**src/rtl/pwm_phase_pkg.sv**
```systemverilog
package pwm_phase_pkg;

    typedef enum logic {
        DIR_DOWN = 1'b0,
        DIR_UP   = 1'b1
    } cnt_dir_e;

    // largest total shift the two dividers can request
    function automatic int unsigned max_shift(input int unsigned code_w);
        return 2 * ((1 << code_w) - 1);
    endfunction

endpackage

```
**src/rtl/pwm_tick_gen.sv**
```systemverilog
module pwm_tick_gen #(
    parameter int unsigned CODE_W = 3
) (
    input  logic              clk,
    input  logic              rst_n,
    input  logic              en_i,
    input  logic [CODE_W-1:0] div_a_i,
    input  logic [CODE_W-1:0] div_b_i,
    output logic              tick_o
);
    import pwm_phase_pkg::*;

    localparam int unsigned SH_MAX = max_shift(CODE_W);
    localparam int unsigned PRE_W  = SH_MAX + 1;

    typedef struct packed {
        logic [PRE_W-1:0] pre;
    } tick_st_t;

    tick_st_t st_d, st_q;

    logic [CODE_W:0]  shift;
    logic [PRE_W-1:0] limit;
    logic             tick;

    always_comb begin
        shift = {1'b0, div_a_i} + {1'b0, div_b_i};
        limit = ({{(PRE_W-1){1'b0}}, 1'b1} << shift) - {{(PRE_W-1){1'b0}}, 1'b1};
        tick  = en_i && (st_q.pre >= limit);
        st_d  = st_q;
        if (!en_i || tick) begin
            st_d.pre = '0;
        end else begin
            st_d.pre = st_q.pre + {{(PRE_W-1){1'b0}}, 1'b1};
        end
    end

    always_ff @(posedge clk or negedge rst_n) begin
        if (!rst_n) begin
            st_q <= '0;
        end else begin
            st_q <= st_d;
        end
    end

    assign tick_o = tick;

endmodule

```
**src/rtl/pwm_timebase.sv**
```systemverilog
module pwm_timebase #(
    parameter int unsigned CNT_W = 16
) (
    input  logic             clk,
    input  logic             rst_n,
    input  logic             en_i,
    input  logic             tick_i,
    input  logic [CNT_W-1:0] prd_i,
    input  logic [CNT_W-1:0] cmp_i,
    input  logic [CNT_W-1:0] phs_i,
    input  logic             phs_en_i,
    input  logic             sync_i,
    output logic [CNT_W-1:0] cnt_o,
    output logic             dir_up_o,
    output logic             sync_o,
    output logic             set_evt_o,
    output logic             clr_evt_o,
    output logic [CNT_W-1:0] prd_act_o,
    output logic [CNT_W-1:0] cmp_act_o
);
    import pwm_phase_pkg::*;

    localparam logic [CNT_W-1:0] ONE = {{(CNT_W-1){1'b0}}, 1'b1};

    typedef struct packed {
        logic [CNT_W-1:0] cnt;
        cnt_dir_e         dir;
        logic             pend;
        logic [CNT_W-1:0] prd_act;
        logic [CNT_W-1:0] cmp_act;
        logic             sync;
    } tb_st_t;

    tb_st_t st_d, st_q;

    logic             sync_now;
    logic [CNT_W-1:0] ld_val;
    logic             up_step;
    logic             dn_step;

    always_comb begin
        st_d     = st_q;
        sync_now = sync_i || st_q.pend;
        ld_val   = (phs_i > st_q.prd_act) ? st_q.prd_act : phs_i;
        up_step  = 1'b0;
        dn_step  = 1'b0;
        st_d.sync = 1'b0;

        if (!en_i) begin
            st_d.cnt     = '0;
            st_d.dir     = DIR_UP;
            st_d.pend    = 1'b0;
            st_d.prd_act = prd_i;
            st_d.cmp_act = cmp_i;
        end else if (tick_i) begin
            st_d.pend = 1'b0;
            if (sync_now && phs_en_i) begin
                st_d.cnt = ld_val;
                st_d.dir = (ld_val == st_q.prd_act && st_q.prd_act != '0) ? DIR_DOWN : DIR_UP;
            end else if (st_q.prd_act == '0) begin
                st_d.cnt = '0;
                st_d.dir = DIR_UP;
            end else if (st_q.dir == DIR_UP) begin
                if (st_q.cnt >= st_q.prd_act) begin
                    st_d.cnt = st_q.prd_act;
                    st_d.dir = DIR_DOWN;
                end else begin
                    st_d.cnt = st_q.cnt + ONE;
                    up_step  = 1'b1;
                    if (st_d.cnt == st_q.prd_act) begin
                        st_d.dir = DIR_DOWN;
                    end
                end
            end else begin
                if (st_q.cnt == '0) begin
                    st_d.dir = DIR_UP;
                end else begin
                    st_d.cnt = st_q.cnt - ONE;
                    dn_step  = 1'b1;
                    if (st_d.cnt == '0) begin
                        st_d.dir = DIR_UP;
                    end
                end
            end
            if (st_d.cnt == '0) begin
                st_d.sync    = 1'b1;
                st_d.prd_act = prd_i;
                st_d.cmp_act = cmp_i;
            end
        end else begin
            st_d.pend = st_q.pend || sync_i;
        end
    end

    always_ff @(posedge clk or negedge rst_n) begin
        if (!rst_n) begin
            st_q <= '{cnt: '0, dir: DIR_UP, pend: 1'b0, prd_act: '0, cmp_act: '0, sync: 1'b0};
        end else begin
            st_q <= st_d;
        end
    end

    assign cnt_o     = st_q.cnt;
    assign dir_up_o  = (st_q.dir == DIR_UP);
    assign sync_o    = st_q.sync;
    assign set_evt_o = up_step && (st_d.cnt == st_q.cmp_act);
    assign clr_evt_o = dn_step && (st_d.cnt == st_q.cmp_act);
    assign prd_act_o = st_q.prd_act;
    assign cmp_act_o = st_q.cmp_act;

endmodule

```
**src/rtl/pwm_action.sv**
```systemverilog
module pwm_action (
    input  logic clk,
    input  logic rst_n,
    input  logic en_i,
    input  logic set_i,
    input  logic clr_i,
    output logic pwm_o
);
    typedef struct packed {
        logic lvl;
    } act_st_t;

    act_st_t st_d, st_q;

    always_comb begin
        st_d = st_q;
        if (!en_i) begin
            st_d.lvl = 1'b0;
        end else if (set_i) begin
            st_d.lvl = 1'b1;
        end else if (clr_i) begin
            st_d.lvl = 1'b0;
        end
    end

    always_ff @(posedge clk or negedge rst_n) begin
        if (!rst_n) begin
            st_q <= '0;
        end else begin
            st_q <= st_d;
        end
    end

    assign pwm_o = st_q.lvl;

endmodule

```
**src/rtl/pwm_phase_gen.sv**
```systemverilog
module pwm_phase_gen #(
    parameter int unsigned CNT_W  = 16,
    parameter int unsigned CODE_W = 3
) (
    input  logic              clk,
    input  logic              rst_n,
    input  logic              en_i,
    input  logic [CNT_W-1:0]  prd_i,
    input  logic [CNT_W-1:0]  cmp_i,
    input  logic [CNT_W-1:0]  phs_i,
    input  logic              phs_en_i,
    input  logic [CODE_W-1:0] div_a_i,
    input  logic [CODE_W-1:0] div_b_i,
    input  logic              sync_i,
    output logic              pwm_o,
    output logic              sync_o,
    output logic [CNT_W-1:0]  cnt_o,
    output logic              dir_up_o
);
    logic             tick;
    logic             set_evt;
    logic             clr_evt;
    logic [CNT_W-1:0] prd_act;
    logic [CNT_W-1:0] cmp_act;

    pwm_tick_gen #(.CODE_W(CODE_W)) i_tick (
        .clk     (clk),
        .rst_n   (rst_n),
        .en_i    (en_i),
        .div_a_i (div_a_i),
        .div_b_i (div_b_i),
        .tick_o  (tick)
    );

    pwm_timebase #(.CNT_W(CNT_W)) i_tbase (
        .clk       (clk),
        .rst_n     (rst_n),
        .en_i      (en_i),
        .tick_i    (tick),
        .prd_i     (prd_i),
        .cmp_i     (cmp_i),
        .phs_i     (phs_i),
        .phs_en_i  (phs_en_i),
        .sync_i    (sync_i),
        .cnt_o     (cnt_o),
        .dir_up_o  (dir_up_o),
        .sync_o    (sync_o),
        .set_evt_o (set_evt),
        .clr_evt_o (clr_evt),
        .prd_act_o (prd_act),
        .cmp_act_o (cmp_act)
    );

    pwm_action i_act (
        .clk   (clk),
        .rst_n (rst_n),
        .en_i  (en_i),
        .set_i (set_evt),
        .clr_i (clr_evt),
        .pwm_o (pwm_o)
    );

endmodule

```
**config.mk**
```make
export PLATFORM = sky130hd
export DESIGN_NAME = pwm_phase_gen
export DESIGN_NICKNAME = d
export VERILOG_FILES = /design/src/rtl/pwm_phase_pkg.sv /design/src/rtl/pwm_tick_gen.sv /design/src/rtl/pwm_timebase.sv /design/src/rtl/pwm_action.sv /design/src/rtl/pwm_phase_gen.sv
export SDC_FILE = /design/constraint.sdc
export NUM_CORES = 1
export LEC_CHECK = 0
export CORE_ASPECT_RATIO = 1.1
export CORE_MARGIN = 4
export CORE_UTILIZATION = 45
export CTS_CLUSTER_DIAMETER = 80
export DETAILED_ROUTE_END_ITERATION = 12
export GPL_TIMING_DRIVEN = 0
export HOLD_SLACK_MARGIN = 0.1
export PLACE_DENSITY = 0.67
export SLEW_MARGIN = 20
export SYNTH_ARGS = -nofsm -noshare
export SYNTH_HDL_FRONTEND = slang
export SYNTH_SLANG_ARGS = --single-unit
```
**constraint.sdc**
```tcl
create_clock -name clk -period 7.5 [get_ports clk]
set_input_delay 1.125 -clock clk [delete_from_list [all_inputs] [get_ports clk]]
set_output_delay 1.125 -clock clk [all_outputs]
set_load 0.005 [all_outputs]
```
==> reports/results.tsv <==
metric	value	unit
status	complete, no violations	
ir_worst_vdd	0.0000934	V
fin_skew	9.10	ps
core_area	13300	sq um
yosysWarnings	0	
cp_data_required_time	7700	ps
pwr_density_cell	157	nW/um^2
setup_violations	0	
p_leak	3.19	nW
cap_violations	0	
die_x	119	um
die_area	15600	sq um
path_class	primary input to flop	
gr-total-overflow	0	
rows	44	
cts_buffer_depth	2	
nets	925	
htreeDepth	3	
antenna_left	0	
syn_area	6150	sq um
detailedRoute.firstPassIterationCount	5	
fin_setup_tns	0	ps
drt-initial-drc-count	560	
worstSetupEndpointType	flop	
avgSynthCellArea	8.53	sq um
async_flop_share	100	%
startpoint_type	primary input	
dieHeight	131	um
antenna-diode-count	0	
synth_ff_type	dfrtp_1	
period_minus_slack	7170	ps
cts_tree	built	
timing.slew.headroom	37.5	%
ys_ff_latch	67	
hpwlAfterDp	17400	um
worstPathMaxFanout	10	
antenna_found_initial	0	
synth_cell_types	82	
clock-root-buffer	clkbuf_16	
cts_resized	0	
worstHoldPathType	flop to flop	
grt_use_total	28.2	%
wl_per_cell	21.8	um
wl	21700	um
cts_hold_buffers	0	
min_period_over_period	95.6	%
clk_latency	340	ps
max_freq	139	MHz
grt_start_max_net_pins	40	
place_congestion	0.999	
netlist_instances	721	
place_ws	80.8	ps
drive_gt1_share	9.21	%
io_pins	78	
clkTransAtPathRegs	60	ps
finalHoldViolations	0	
drc	0	
synth_seq_area_share	27.3	%
routed_via_density	6.09	
drv_slew	0	
syn2layout_area_growth	22.0	%
cts_setup_buffers	0	
grt_pass1_vias	6111	
io_buffers	76	
rsz0062_at_grt	no	
cts.sinks	67	
synth_edf_count	0	
grt_pass1_wl	33800	um
fin_ws	331	ps
initial_core_util	46.2	%
vias	6081	
cts_buffers	9	
synth_fp_nets	837	
critPathArrivalTime	7370	ps
tightestPinTransition	929	ps
worst paths after layout:
check | from | to | slack, ps | depth (start not counted)
worst min-delay path | i_tbase.cmp_act_o[5] | i_tbase.cmp_act_o[5] | 520 | 1
min in group asynchronous | rst_n | i_tbase.prd_act_o[8] | 710 | 1
worst min register to register | i_tbase.cmp_act_o[5] | i_tbase.cmp_act_o[5] | 520 | 1
worst max register to register | i_tbase.cnt_o[0] | i_tbase.prd_act_o[13] | 1780 | 15
worst max-delay path | div_a_i[0] | i_tbase.prd_act_o[13] | 330 | 24
max in group asynchronous | rst_n | i_tbase.dir_up_o | 6170 | 2
layout make-up:
cell class              instances  area, sq um
well taps                     184          230
inverters                      37          139
fillers                      1263         5820
multi-input cells             563         4040
clock buffers                   9          225
plain buffers                  54          297
clock inverters                 7          116
repair buffers                 77          778
flip-flops and latches         67         1680
cells in the final DEF, fill, tap and decap left out, types with 7 or more instances in the layout:
cell / instances
a211oi_1: 19
a21oi_1: 25
and3_1: 9
buf_4: 18
clkbuf_1: 27
clkbuf_16: 9
clkdlybuf4s50_1: 75
dfrtp_1: 66
ha_1: 56
inv_1: 36
mux2_2: 14
nand2_1: 23
nand3_1: 31
nand4_1: 24
nor2_1: 66
nor3_1: 16
nor4_1: 16
o211ai_1: 7
o21ai_0: 67
xnor2_1: 53
xor2_1: 23
per-layer routing:
metal | global-route usage (%) | part of all wire (%) | vias to the layer above
met1 | 35.0 | 41 | 2942
li1 | - | - | 2798
met5 | 0 | 0 | -
met2 | 49.1 | 49 | 279
met3 | 4.48 | 6.1 | 62
met4 | 11.8 | 3.6 | 0
cell families after synthesis:
kind of cell	after synthesis	share of synthesized area (%)
AOI/OAI and AO/OA	184	19.7
xor gates and xnor gates	76	10.8
adders and majority gates	57	11.7
buffers and inverters	91	7.08
DFF	67	27.3
muxes	21	3.74
and+or+nand+nor	225	19.6
critical path, stage by stage:
cell and delay [ps]:
clkdlybuf4s50_1 410, ha_1 220, fa_1 380, xor2_1 190, clkbuf_1 220, nor2_1 130, nand3_1 90, ha_1 280
or2_2 310, o21ai_0 170, a22o_1 150, a21oi_1 70, ha_1 320, nand4_1 80, a2111oi_0 380, or4b_2 200
clkbuf_1 280, o221ai_1 300, a21oi_1 490, nand4_1 280, nor3_4 430, or2b_2 270, clkbuf_1 400, o21ai_0 170
where the power goes:
part / leakage, nW / total, mW / switching [mW] / internal, mW
registers: 0.863 / 0.410 / 0.0288 / 0.381
logic: 2.16 / 0.282 / 0.161 / 0.121
clock network: 0.165 / 0.487 / 0.163 / 0.324
total: 3.19 / 1.18 / 0.353 / 0.826
sequential cells by signal, summed over array words and instances (netlist names):
signal and count:
i_tbase.sync_o 1, i_tbase.cmp_act_o 16, i_tbase.dir_up_o 1, i_act.pwm_o 1
i_tbase.prd_act_o 16, i_tbase.st_q 1, i_tbase.cnt_o 16, i_tick.st_q 15
Yosys cell counts, types with 3 or more instances:
cell       number  share of area (%)
a2111oi_0       3               0.43
a211oi_1       19                2.3
a21o_1          6               0.73
a21oi_1        25                2.0
a31oi_1         4               0.41
and3_1          9               0.92
and4_1          3               0.43
buf_2           6               0.49
buf_4          17                2.1
buf_6           3               0.55
clkbuf_1       27                1.6
dfrtp_1        66                 27
ha_1           56                 11
inv_1          36                2.2
mux2_2         14                2.6
mux2i_1         5               0.81
nand2_1        23                1.4
nand2b_1        5               0.51
nand3_1        31                2.5
nand4_1        24                2.4
nor2_1         66                4.0
nor2b_1         6               0.61
nor3_1         16                1.3
nor4_1         16                1.6
o211ai_1        7               0.85
o21a_1          5               0.61
o21ai_0        67                5.5
o22ai_1         4               0.41
o311a_1         3               0.49
o31ai_1         4               0.49
or3_1           3               0.31
xnor2_1        53                7.5
xor2_1         23                3.3
per-stage QoR:
| stage | area [sq um] | cells | hold slack [ps] | utilization [%] | power [mW] |
|---|---|---|---|---|---|
| 2_1_floorplan | 6150 | 721 | 480 | - | 0.575 |
| 3_3_place_gp | 7140 | 981 | 499 | 53.6 | 0.682 |
| 3_5_place_dp | 7160 | 982 | 510 | 53.7 | 0.693 |
| 4_1_cts | 7500 | 998 | 523 | 56.3 | 1.18 |
| 5_1_grt | 7500 | 998 | 557 | 56.3 | 1.23 |
| 6_report | 7500 | 998 | 518 | 56.3 | 1.18 |
Power figures use the tool's default switching activity.
